<file path="config.mk">
export PLATFORM = sky130hd
export DESIGN_NAME = serial_audio_rx
export DESIGN_NICKNAME = d
export VERILOG_FILES = /design/src/rtl/sar_pkg.sv /design/src/rtl/sar_pin_sync.sv /design/src/rtl/sar_framer.sv /design/src/rtl/sar_pair_out.sv /design/src/rtl/serial_audio_rx.sv
export SDC_FILE = /design/constraint.sdc
export NUM_CORES = 1
export LEC_CHECK = 0
export ABC_AREA = 1
export BUFFER_PORTS_ARGS = -buffer_cell sky130_fd_sc_hd__buf_4
export CELL_PAD_IN_SITES_DETAIL_PLACEMENT = 0
export CELL_PAD_IN_SITES_GLOBAL_PLACEMENT = 1
export CORE_MARGIN = 8
export CORE_UTILIZATION = 47
export CTS_BUF_LIST = sky130_fd_sc_hd__clkbuf_8
export DETAILED_ROUTE_END_ITERATION = 10
export GPL_TIMING_DRIVEN = 0
export PLACE_DENSITY_LB_ADDON = 0.2
export SYNTH_ARGS = -nofsm -noshare
export SYNTH_HDL_FRONTEND = slang
export SYNTH_SLANG_ARGS = --single-unit
</file>
<file path="constraint.sdc">
create_clock -name clk -period 1.95 [get_ports clk]
set_input_delay 0.0975 -clock clk [delete_from_list [all_inputs] [get_ports clk]]
set_output_delay 0.0975 -clock clk [all_outputs]
set_load 0.01 [all_outputs]
</file>
<file path="src/rtl/sar_pkg.sv">
`timescale 1ns/1ps
package sar_pkg;
  typedef enum logic [1:0] {
    FMT_LEFT  = 2'd0,
    FMT_I2S   = 2'd1,
    FMT_RIGHT = 2'd2,
    FMT_DSP   = 2'd3
  } fmt_e;
endpackage

</file>
<file path="src/rtl/sar_pin_sync.sv">
`timescale 1ns/1ps
module sar_pin_sync #(
  parameter int STAGES = 2,
  parameter int W      = 3
) (
  input  logic         clk,
  input  logic         rst_n,
  input  logic [W-1:0] pin_i,
  output logic [W-1:0] pin_o
);
  logic [STAGES-1:0][W-1:0] stage_q;

  always_ff @(posedge clk or negedge rst_n) begin
    if (!rst_n) stage_q <= '0;
    else        stage_q <= {stage_q[STAGES-2:0], pin_i};
  end

  assign pin_o = stage_q[STAGES-1];
endmodule

</file>
<file path="src/rtl/sar_framer.sv">
`timescale 1ns/1ps
module sar_framer
  import sar_pkg::*;
#(
  parameter int OUT_W   = 18,
  parameter int SHORT_W = 16
) (
  input  logic             clk,
  input  logic             rst_n,
  input  logic             bit_rise,
  input  logic             frm,
  input  logic             dat,
  input  fmt_e             fmt,
  input  logic             long_word,
  output logic             word_stb,
  output logic             word_right,
  output logic [OUT_W-1:0] word_data
);
  localparam int CW   = $clog2(OUT_W + 1);
  localparam int PADW = OUT_W - SHORT_W;

  logic             seen_q, frm_prev_q, active_q, pend_q, right_q;
  logic [OUT_W-1:0] shreg_q;
  logic [CW-1:0]    cnt_q;
  logic             stb_q, stb_right_q;
  logic [OUT_W-1:0] data_q;

  logic [CW-1:0]    nbits, last_idx;
  logic [OUT_W-1:0] shifted;
  logic             changed;

  assign nbits    = long_word ? CW'(OUT_W) : CW'(SHORT_W);
  assign last_idx = nbits - CW'(1);
  assign shifted  = {shreg_q[OUT_W-2:0], dat};
  assign changed  = seen_q && (frm != frm_prev_q);

  function automatic logic [OUT_W-1:0] align(input logic [OUT_W-1:0] src, input logic lw);
    return lw ? src : {src[SHORT_W-1:0], {PADW{1'b0}}};
  endfunction

  always_ff @(posedge clk or negedge rst_n) begin
    if (!rst_n) begin
      seen_q      <= 1'b0;
      frm_prev_q  <= 1'b0;
      active_q    <= 1'b0;
      pend_q      <= 1'b0;
      right_q     <= 1'b0;
      shreg_q     <= '0;
      cnt_q       <= '0;
      stb_q       <= 1'b0;
      stb_right_q <= 1'b0;
      data_q      <= '0;
    end else begin
      stb_q <= 1'b0;
      if (bit_rise) begin
        seen_q     <= 1'b1;
        frm_prev_q <= frm;
        shreg_q    <= shifted;
        unique case (fmt)
          FMT_LEFT, FMT_I2S: begin
            if (changed) begin
              right_q  <= frm;
              pend_q   <= (fmt == FMT_I2S);
              active_q <= (fmt == FMT_LEFT);
              cnt_q    <= CW'(1);
            end else if (pend_q) begin
              pend_q   <= 1'b0;
              active_q <= 1'b1;
              cnt_q    <= CW'(1);
            end else if (active_q) begin
              if (cnt_q == last_idx) begin
                stb_q       <= 1'b1;
                stb_right_q <= right_q;
                data_q      <= align(shifted, long_word);
                active_q    <= 1'b0;
              end else begin
                cnt_q <= cnt_q + CW'(1);
              end
            end
          end
          FMT_RIGHT: begin
            if (changed) begin
              stb_q       <= 1'b1;
              stb_right_q <= frm_prev_q;
              data_q      <= align(shreg_q, long_word);
            end
          end
          FMT_DSP: begin
            if (changed && frm) begin
              pend_q   <= 1'b1;
              active_q <= 1'b0;
              right_q  <= 1'b0;
            end else if (pend_q) begin
              pend_q   <= 1'b0;
              active_q <= 1'b1;
              cnt_q    <= CW'(1);
            end else if (active_q) begin
              if (cnt_q == last_idx) begin
                stb_q       <= 1'b1;
                stb_right_q <= right_q;
                data_q      <= align(shifted, long_word);
                cnt_q       <= '0;
                if (right_q) active_q <= 1'b0;
                else         right_q  <= 1'b1;
              end else begin
                cnt_q <= cnt_q + CW'(1);
              end
            end
          end
        endcase
      end
    end
  end

  assign word_stb   = stb_q;
  assign word_right = stb_right_q;
  assign word_data  = data_q;

  // A word is only completed by a bit-clock edge (R7: no fixed slot length assumed)
  assert_word_on_edge_R7: assert property (@(posedge clk) disable iff (!rst_n)
    stb_q |-> $past(bit_rise));

  // Bit counter never runs past the selected word length
  assert_count_in_word_R6: assert property (@(posedge clk) disable iff (!rst_n)
    active_q |-> (cnt_q < nbits));
endmodule

</file>
<file path="src/rtl/sar_pair_out.sv">
`timescale 1ns/1ps
module sar_pair_out #(
  parameter int OUT_W = 18
) (
  input  logic             clk,
  input  logic             rst_n,
  input  logic             word_stb,
  input  logic             word_right,
  input  logic [OUT_W-1:0] word_data,
  input  logic             out_ready,
  output logic             out_valid,
  output logic [OUT_W-1:0] out_left,
  output logic [OUT_W-1:0] out_right
);
  logic             have_left_q, valid_q;
  logic [OUT_W-1:0] left_hold_q, left_q, right_q;
  logic             pair_stb;

  assign pair_stb = word_stb && word_right && have_left_q;

  always_ff @(posedge clk or negedge rst_n) begin
    if (!rst_n) begin
      have_left_q <= 1'b0;
      left_hold_q <= '0;
      valid_q     <= 1'b0;
      left_q      <= '0;
      right_q     <= '0;
    end else begin
      if (word_stb) begin
        have_left_q <= !word_right;
        if (!word_right) left_hold_q <= word_data;
      end
      if (pair_stb && (!valid_q || out_ready)) begin
        valid_q <= 1'b1;
        left_q  <= left_hold_q;
        right_q <= word_data;
      end else if (out_ready) begin
        valid_q <= 1'b0;
      end
    end
  end

  assign out_valid = valid_q;
  assign out_left  = left_q;
  assign out_right = right_q;

  // Unaccepted pair stays put
  assert_hold_stalled_R9: assert property (@(posedge clk) disable iff (!rst_n)
    (out_valid && !out_ready) |=> (out_valid && $stable(out_left) && $stable(out_right)));

  // A new pair only follows a completed right word
  assert_pair_after_right_R8: assert property (@(posedge clk) disable iff (!rst_n)
    $rose(out_valid) |-> $past(word_stb && word_right));
endmodule

</file>
<file path="src/rtl/serial_audio_rx.sv">
`timescale 1ns/1ps
module serial_audio_rx
  import sar_pkg::*;
#(
  parameter int SYNC_STAGES = 2,
  parameter int OUT_W       = 18,
  parameter int SHORT_W     = 16
) (
  input  logic             clk,
  input  logic             rst_n,
  input  logic             bitclk_pin,
  input  logic             frame_pin,
  input  logic             data_pin,
  input  logic [1:0]       fmt_sel,
  input  logic             long_word,
  output logic             out_valid,
  input  logic             out_ready,
  output logic [OUT_W-1:0] out_left,
  output logic [OUT_W-1:0] out_right
);
  localparam int PADW = OUT_W - SHORT_W;

  logic [2:0]       pins_s;
  logic             bit_prev_q, bit_rise;
  logic             word_stb, word_right;
  logic [OUT_W-1:0] word_data;

  sar_pin_sync #(.STAGES(SYNC_STAGES), .W(3)) u_sync (
    .clk   (clk),
    .rst_n (rst_n),
    .pin_i ({bitclk_pin, frame_pin, data_pin}),
    .pin_o (pins_s)
  );

  always_ff @(posedge clk or negedge rst_n) begin
    if (!rst_n) bit_prev_q <= 1'b0;
    else        bit_prev_q <= pins_s[2];
  end

  assign bit_rise = pins_s[2] && !bit_prev_q;

  sar_framer #(.OUT_W(OUT_W), .SHORT_W(SHORT_W)) u_framer (
    .clk        (clk),
    .rst_n      (rst_n),
    .bit_rise   (bit_rise),
    .frm        (pins_s[1]),
    .dat        (pins_s[0]),
    .fmt        (fmt_e'(fmt_sel)),
    .long_word  (long_word),
    .word_stb   (word_stb),
    .word_right (word_right),
    .word_data  (word_data)
  );

  sar_pair_out #(.OUT_W(OUT_W)) u_out (
    .clk        (clk),
    .rst_n      (rst_n),
    .word_stb   (word_stb),
    .word_right (word_right),
    .word_data  (word_data),
    .out_ready  (out_ready),
    .out_valid  (out_valid),
    .out_left   (out_left),
    .out_right  (out_right)
  );

  // Short words leave the low bits clear
  assert_short_aligned_R2: assert property (@(posedge clk) disable iff (!rst_n)
    (out_valid && !long_word) |->
      (out_left[PADW-1:0] == '0 && out_right[PADW-1:0] == '0));
endmodule

</file>
Word-level counts from Yosys, hierarchy flattened:

Index checks and enable logic that the tools add are counted.

* div/mod/pow operators: 0
* equality and inequality tests: 15
* mux-type cells: 55
* shift operators: 0
* reductions and logical operators: 19
* magnitude comparators: 0
* bitwise gates (word level): 1
* add/sub/neg operators: 2
* $mul: 0

Operators with widths (count)
* $mux W18: 8
* $pmux W18 S3: 1
* $mux W5: 8
* $mux W1: 31
* $reduce_and A6 Y1: 2
* $pmux W5 S2: 1
* $ne A3 B1 Y1 const B: 3
* $logic_and A1 B1 Y1: 6
* $pmux W1 S2: 3
* $pmux W1 S3: 2
* $add A5 B1 Y5 const B: 1
* $eq A5 B5 Y1: 1
* $sub A5 B1 Y5 const B: 1
* $eq A2 B2 Y1 const B: 2
* $ne A2 B1 Y1 const B: 2
* $ne A2 B2 Y1 const B: 2
* $ne A4 B1 Y1 const B: 1
* $ne A4 B2 Y1 const B: 1
* $reduce_and A2 Y1: 2
* $reduce_and A4 Y1: 1
* $reduce_bool A2 Y1: 2
* $logic_not A1 Y1: 3
* $ne A3 B3 Y1 const B: 1
* $eq A2 B1 Y1 const B: 1
* other kinds (6): 6

* output and inout bits: 37
* latch bits: 0
* memories: 0
* bits of input ports: 9
* word-level logic and storage cells: 110
* RAM bits: 0
* bits in read-only memories: 0
* register bits after elaboration: 111

Depth between registers and ports, before layout:

* word-level depth: 9
* gate-level depth with buffers: 13
* mapped depth without buffers: 11

Hierarchy:

A second synthesis with hierarchy kept.

* cell total of the unflattened synthesis: 594
* area total of the unflattened synthesis: 5066.1 um^2

By module, submodules not included
* sar_framer: instances 1, seq. area each 1201.2 um^2, cells each 340, area an instance 2658.8 um^2
* sar_pair_out: instances 1, seq. area each 1401.3 um^2, cells each 242, area an instance 2199.6 um^2
* sar_pin_sync: instances 1, seq. area each 150.1 um^2, cells each 9, area an instance 172.7 um^2
* serial_audio_rx: instances 1, seq. area each 25.0 um^2, cells each 3, area an instance 35.0 um^2

Worst setup path before layout:

OpenSTA, ideal clock, no wires.

* kind: register -> register
* start: register u_sync.stage_q, in the netlist u_sync.pin_o[1]
* end: register u_framer.data_q[14] (netlist: u_framer.word_data[14])
* slack: 0.487 ns
* arrival: 1.346 ns
* setup time: 0.116 ns
* stages on the path, launching flop included: 11
* path buffers: 2
* required time: 1.834 ns
* period minus slack after synthesis: 1.463 ns
* path through: dfrtp_1 > nand2_1 > nand2_1 > nor2_4 > inv_4 > o21ai_2 > inv_2 > buf_6 > buf_8 > nand3_1 > nand2_1

* word-level cells in the longest chain between the ends: 5
* elaborated cells on any way between the ends: 7
* classes of those cells: 4 x eq/ne; 3 x reduce/logical

RTL lines
* from (decl): line sar_pin_sync.sv:11 `logic [STAGES-1:0][W-1:0] stage_q;`
* from (signal assigned): line sar_pin_sync.sv:15 `else stage_q <= {stage_q[STAGES-2:0], pin_i};`
* $ne A1 B1 Y1: line sar_framer.sv:35 `assign changed = seen_q && (frm != frm_prev_q);`
* $logic_and A1 B1 Y1: line sar_framer.sv:35
* $logic_and A1 B1 Y1: line sar_framer.sv:89 `if (changed && frm) begin`
* $ne A2 B2 Y1 (no line)
* $reduce_and A4 Y1 (no line) *
* to (signal assigned): line sar_framer.sv:74 `data_q <= align(shifted, long_word);`
* to (signal assigned): line sar_framer.sv:85 `data_q <= align(shreg_q, long_word);`
* to (signal assigned): line sar_framer.sv:101 `data_q <= align(shifted, long_word);`
* to (decl): line sar_framer.sv:26 `logic [OUT_W-1:0] data_q;`

Every way passes the cells marked *; elsewhere a longest branch is shown, timed or not.
A chain may end at the register's enable or synchronous reset.

Worst setup path after layout:

* start: register bit_prev_q
* end: register u_framer.cnt_q[3]

* word-level cells in the longest chain between the ends: 3

RTL lines
* from (decl): line serial_audio_rx.sv:24 `logic bit_prev_q, bit_rise;`
* from (signal assigned): line serial_audio_rx.sv:37 `else bit_prev_q <= pins_s[2];`
* $logic_not A1 Y1: line serial_audio_rx.sv:40 `assign bit_rise = pins_s[2] && !bit_prev_q;`
* $logic_and A1 B1 Y1: line serial_audio_rx.sv:40
* $reduce_and A6 Y1 (no line)
* to (signal assigned): line sar_framer.sv:77 `cnt_q <= cnt_q + CW'(1);`
* to (signal assigned): line sar_framer.sv:106 `cnt_q <= cnt_q + CW'(1);`
* to (decl): line sar_framer.sv:24 `logic [CW-1:0] cnt_q;`

No other way between the ends.

==> results.json <==
{
  "gp_congestion": 0.7927,
  "first_iter_violations": 168,
  "fin_total_pwr_w": 0.005040,
  "grt-ovfl-total": 0,
  "clock_sinks": 111,
  "avgRoutedWirePerCell_um": 13.59,
  "worst_ep_required_time_ns": 2.23,
  "clock_latency_ns": 0.39,
  "drive_above_1_share_pct": 18.79,
  "vdd.ir_drop.worst_v": 0.0003855,
  "syn_to_final_growth_pct": 16.51,
  "dpl-instance-area_um2": 5411,
  "htreeDepth": 3,
  "syn_area_per_cell_um2": 9.283,
  "worst_ep_arrival_time_ns": 1.97,
  "grt_pass1_vias": 3454,
  "fmax_mhz": 591.2,
  "dp_hpwl_um": 7184,
  "ys_ff_latch": 111,
  "wl_um": 9950,
  "relSlewSlack_pct": 67.09,
  "design_area_um2": 5722,
  "finalCriticalPeriod_ns": 1.691,
  "syn-num-nets": 539,
  "ctsResizeCount": 0,
  "fin_skew_ns": 0.01150,
  "grt_pass1_wl_um": 16700,
  "maxSlewViolCount": 0,
  "grt_setup_unrepaired": "no",
  "path_clk_slew_ns": 0.11,
  "crit_type": "flop to flop",
  "antenna_found_initial": 0,
  "viasPerCell": 4.949,
  "die_area_um2": 13980,
  "min_path_type": "primary input to asynchronous set/reset pin",
  "cts-root-buf": "clkbuf_8",
  "die_y_um": 118.2,
  "nets": 601,
  "yosys_warnings": 0,
  "grt_usage_pct": 14.35,
  "placed_cells": 709,
  "io_buffers": 44,
  "outcome": "finished, final reports clean",
  "drcViolationCount": 0,
  "synth_cell_types": 33,
  "ys_top_cells_by_area": "dfrtp_1 57%, nand2_1 12%, o21ai_0 8.3%",
  "vias": 3623,
  "ant_nets": 0,
  "maxCapViolCount": 0,
  "powerDensity_nw_per_um2": 880.8,
  "setup_viol": 0,
  "n_antenna_cell": 0,
  "path_max_fanout": 9,
  "synth-edff-count": 0,
  "p_leak_nw": 2.881,
  "finalHoldViolCount": 0,
  "clk_path_buf_depth": 2,
  "syn_inst": 529,
  "use_met3_pct": 3.237,
  "cts_tree": "yes",
  "met1_usage_pct": 19.41,
  "cts_hold_buf": 5,
  "yosysTopAreaCell": "dfrtp_1",
  "period_share_pct": 86.74,
  "numCtsBuffers": 9,
  "rows": 37,
  "grt.busiest_layer": "met2",
  "grt_max_degree": 112,
  "firstDrtPassIters": 4,
  "tightest_slew_ns": 0.4936,
  "syn_area_um2": 4911,
  "synth_top_area_share_pct": 56.56,
  "dieWidth_um": 118.2,
  "use_met2_pct": 21.67,
  "end_kind": "flop",
  "tns_ns": 0,
  "worstSetupStartpointType": "flop",
  "start_util_pct": 48.00,
  "synthFlopType": "dfrtp_1",
  "synth_sequential_area_ratio_pct": 56.56,
  "fin_cells": 732,
  "cts_setup_buffers": 0,
  "coreArea_um2": 10230,
  "async_flop_share_pct": 100.0,
  "fillers": 934,
  "io_pins": 46
}
[worst max-delay path: stages (launching register included)]
cell     delay, ns
dfrtp_1       0.41
nor2_4        0.23
inv_1         0.17
nor2_1        0.16
inv_1         0.12
a31oi_4       0.23
nand2_2       0.15
nand2_1       0.08
o21ai_1       0.06
[cell type report]
class,instances,area [um^2],area share [%]
Clock inverter,7,95.09,1.662
Clock buffer,9,123.9,2.165
Buffer,24,167.7,2.930
Tap cell,136,170.2,2.974
Timing Repair Buffer,51,421.7,7.369
Multi-Input combinational cell,339,1755,30.68
Inverter,55,210.2,3.674
Sequential cell,111,2778,48.55
[cell usage after synthesis, types with 4 or more instances]
master,instances
buf_6,5
clkbuf_1,13
dfrtp_1,111
inv_1,49
mux2_2,18
mux2i_1,12
nand2_1,152
nand2_2,4
nand3_1,31
nand3_2,4
nand4_1,4
nor2_1,15
o21ai_0,81
[where the power goes]
part           total (W)  internal, W  leakage, nW  switching [W]
clock network    0.00151     0.000635        0.111       0.000871
logic           0.000744     0.000283         1.28       0.000462
registers        0.00279      0.00258         1.49       0.000205
[kinds of logic after synthesis]
logic type	Yosys count	share of synthesized area (%)
multiplexers	30	6.573
AND/OR/NAND/NOR	216	18.85
adder cells (fa/ha/maj)	1	0.2547
buffers and inverters	79	7.694
AO/OA/AOI/OAI	90	9.707
flip-flops	111	56.56
XOR/XNOR	2	0.3568
[path summary, 6_finish.rpt]
check | from | end | slack [ns] | cells after the start
worst max register to register | bit_prev_q | u_framer.cnt_q[3] | 0.26 | 8
worst max-delay path | bit_prev_q | u_framer.cnt_q[3] | 0.26 | 8
min in group clk | fmt_sel[1] | u_framer.pend_q | 0.08 | 4
max in group asynchronous | rst_n | u_framer.frm_prev_q | 1.22 | 3
worst min register to register | u_sync.stage_q[1] | u_sync.pin_o[1] | 0.36 | 0
worst min-delay path | rst_n | u_framer.cnt_q[1] | 0.06 | 2
[routing by layer]
layer | up-vias | share of wire, %
met5 | - | 0
met4 | 0 | 1.4
met3 | 12 | 5.2
met2 | 67 | 44
met1 | 1707 | 49
li1 | 1837 | -
[cells in the final DEF, fill, tap and decap left out, drive strengths merged]
master	n
a22oi	1
mux2	18
xor2	2
clkinv	4
o21ai	84
a31oi	1
nand4	5
nand2	156
clkbuf	22
nand3	35
mux2i	12
a21oi	3
or2	1
nor2	19
dlygate4sd3	6
dfrtp	111
ha	1
buf	56
a31o	1
bufinv	1
inv	57
[stage by stage]
| stage | setup slack, ns | hold WS [ns] | utilization, % |
|---|---|---|---|
| after detailed placement | 0.2602 | 0.2078 | 52.89 |
| after global routing | 0.04018 | 0.06425 | 55.93 |
| after CTS | 0.2505 | 0.04237 | 55.52 |
| after global placement | 0.2955 | 0.2069 | 52.89 |
| final | 0.2586 | 0.06043 | 55.93 |
| after floorplan | 0.4873 | -0.1981 | - |
[flip-flops by register name, indices dropped and copies added (netlist names), 3 cells and up]
signal,count
u_framer.cnt_q,5
u_sync.pin_o,3
u_out.out_right,18
u_framer.shreg_q,18
u_out.left_hold_q,18
u_out.out_left,18
u_sync.stage_q,3
u_framer.word_data,18
Note: power is estimated with default switching activity, not from simulation.
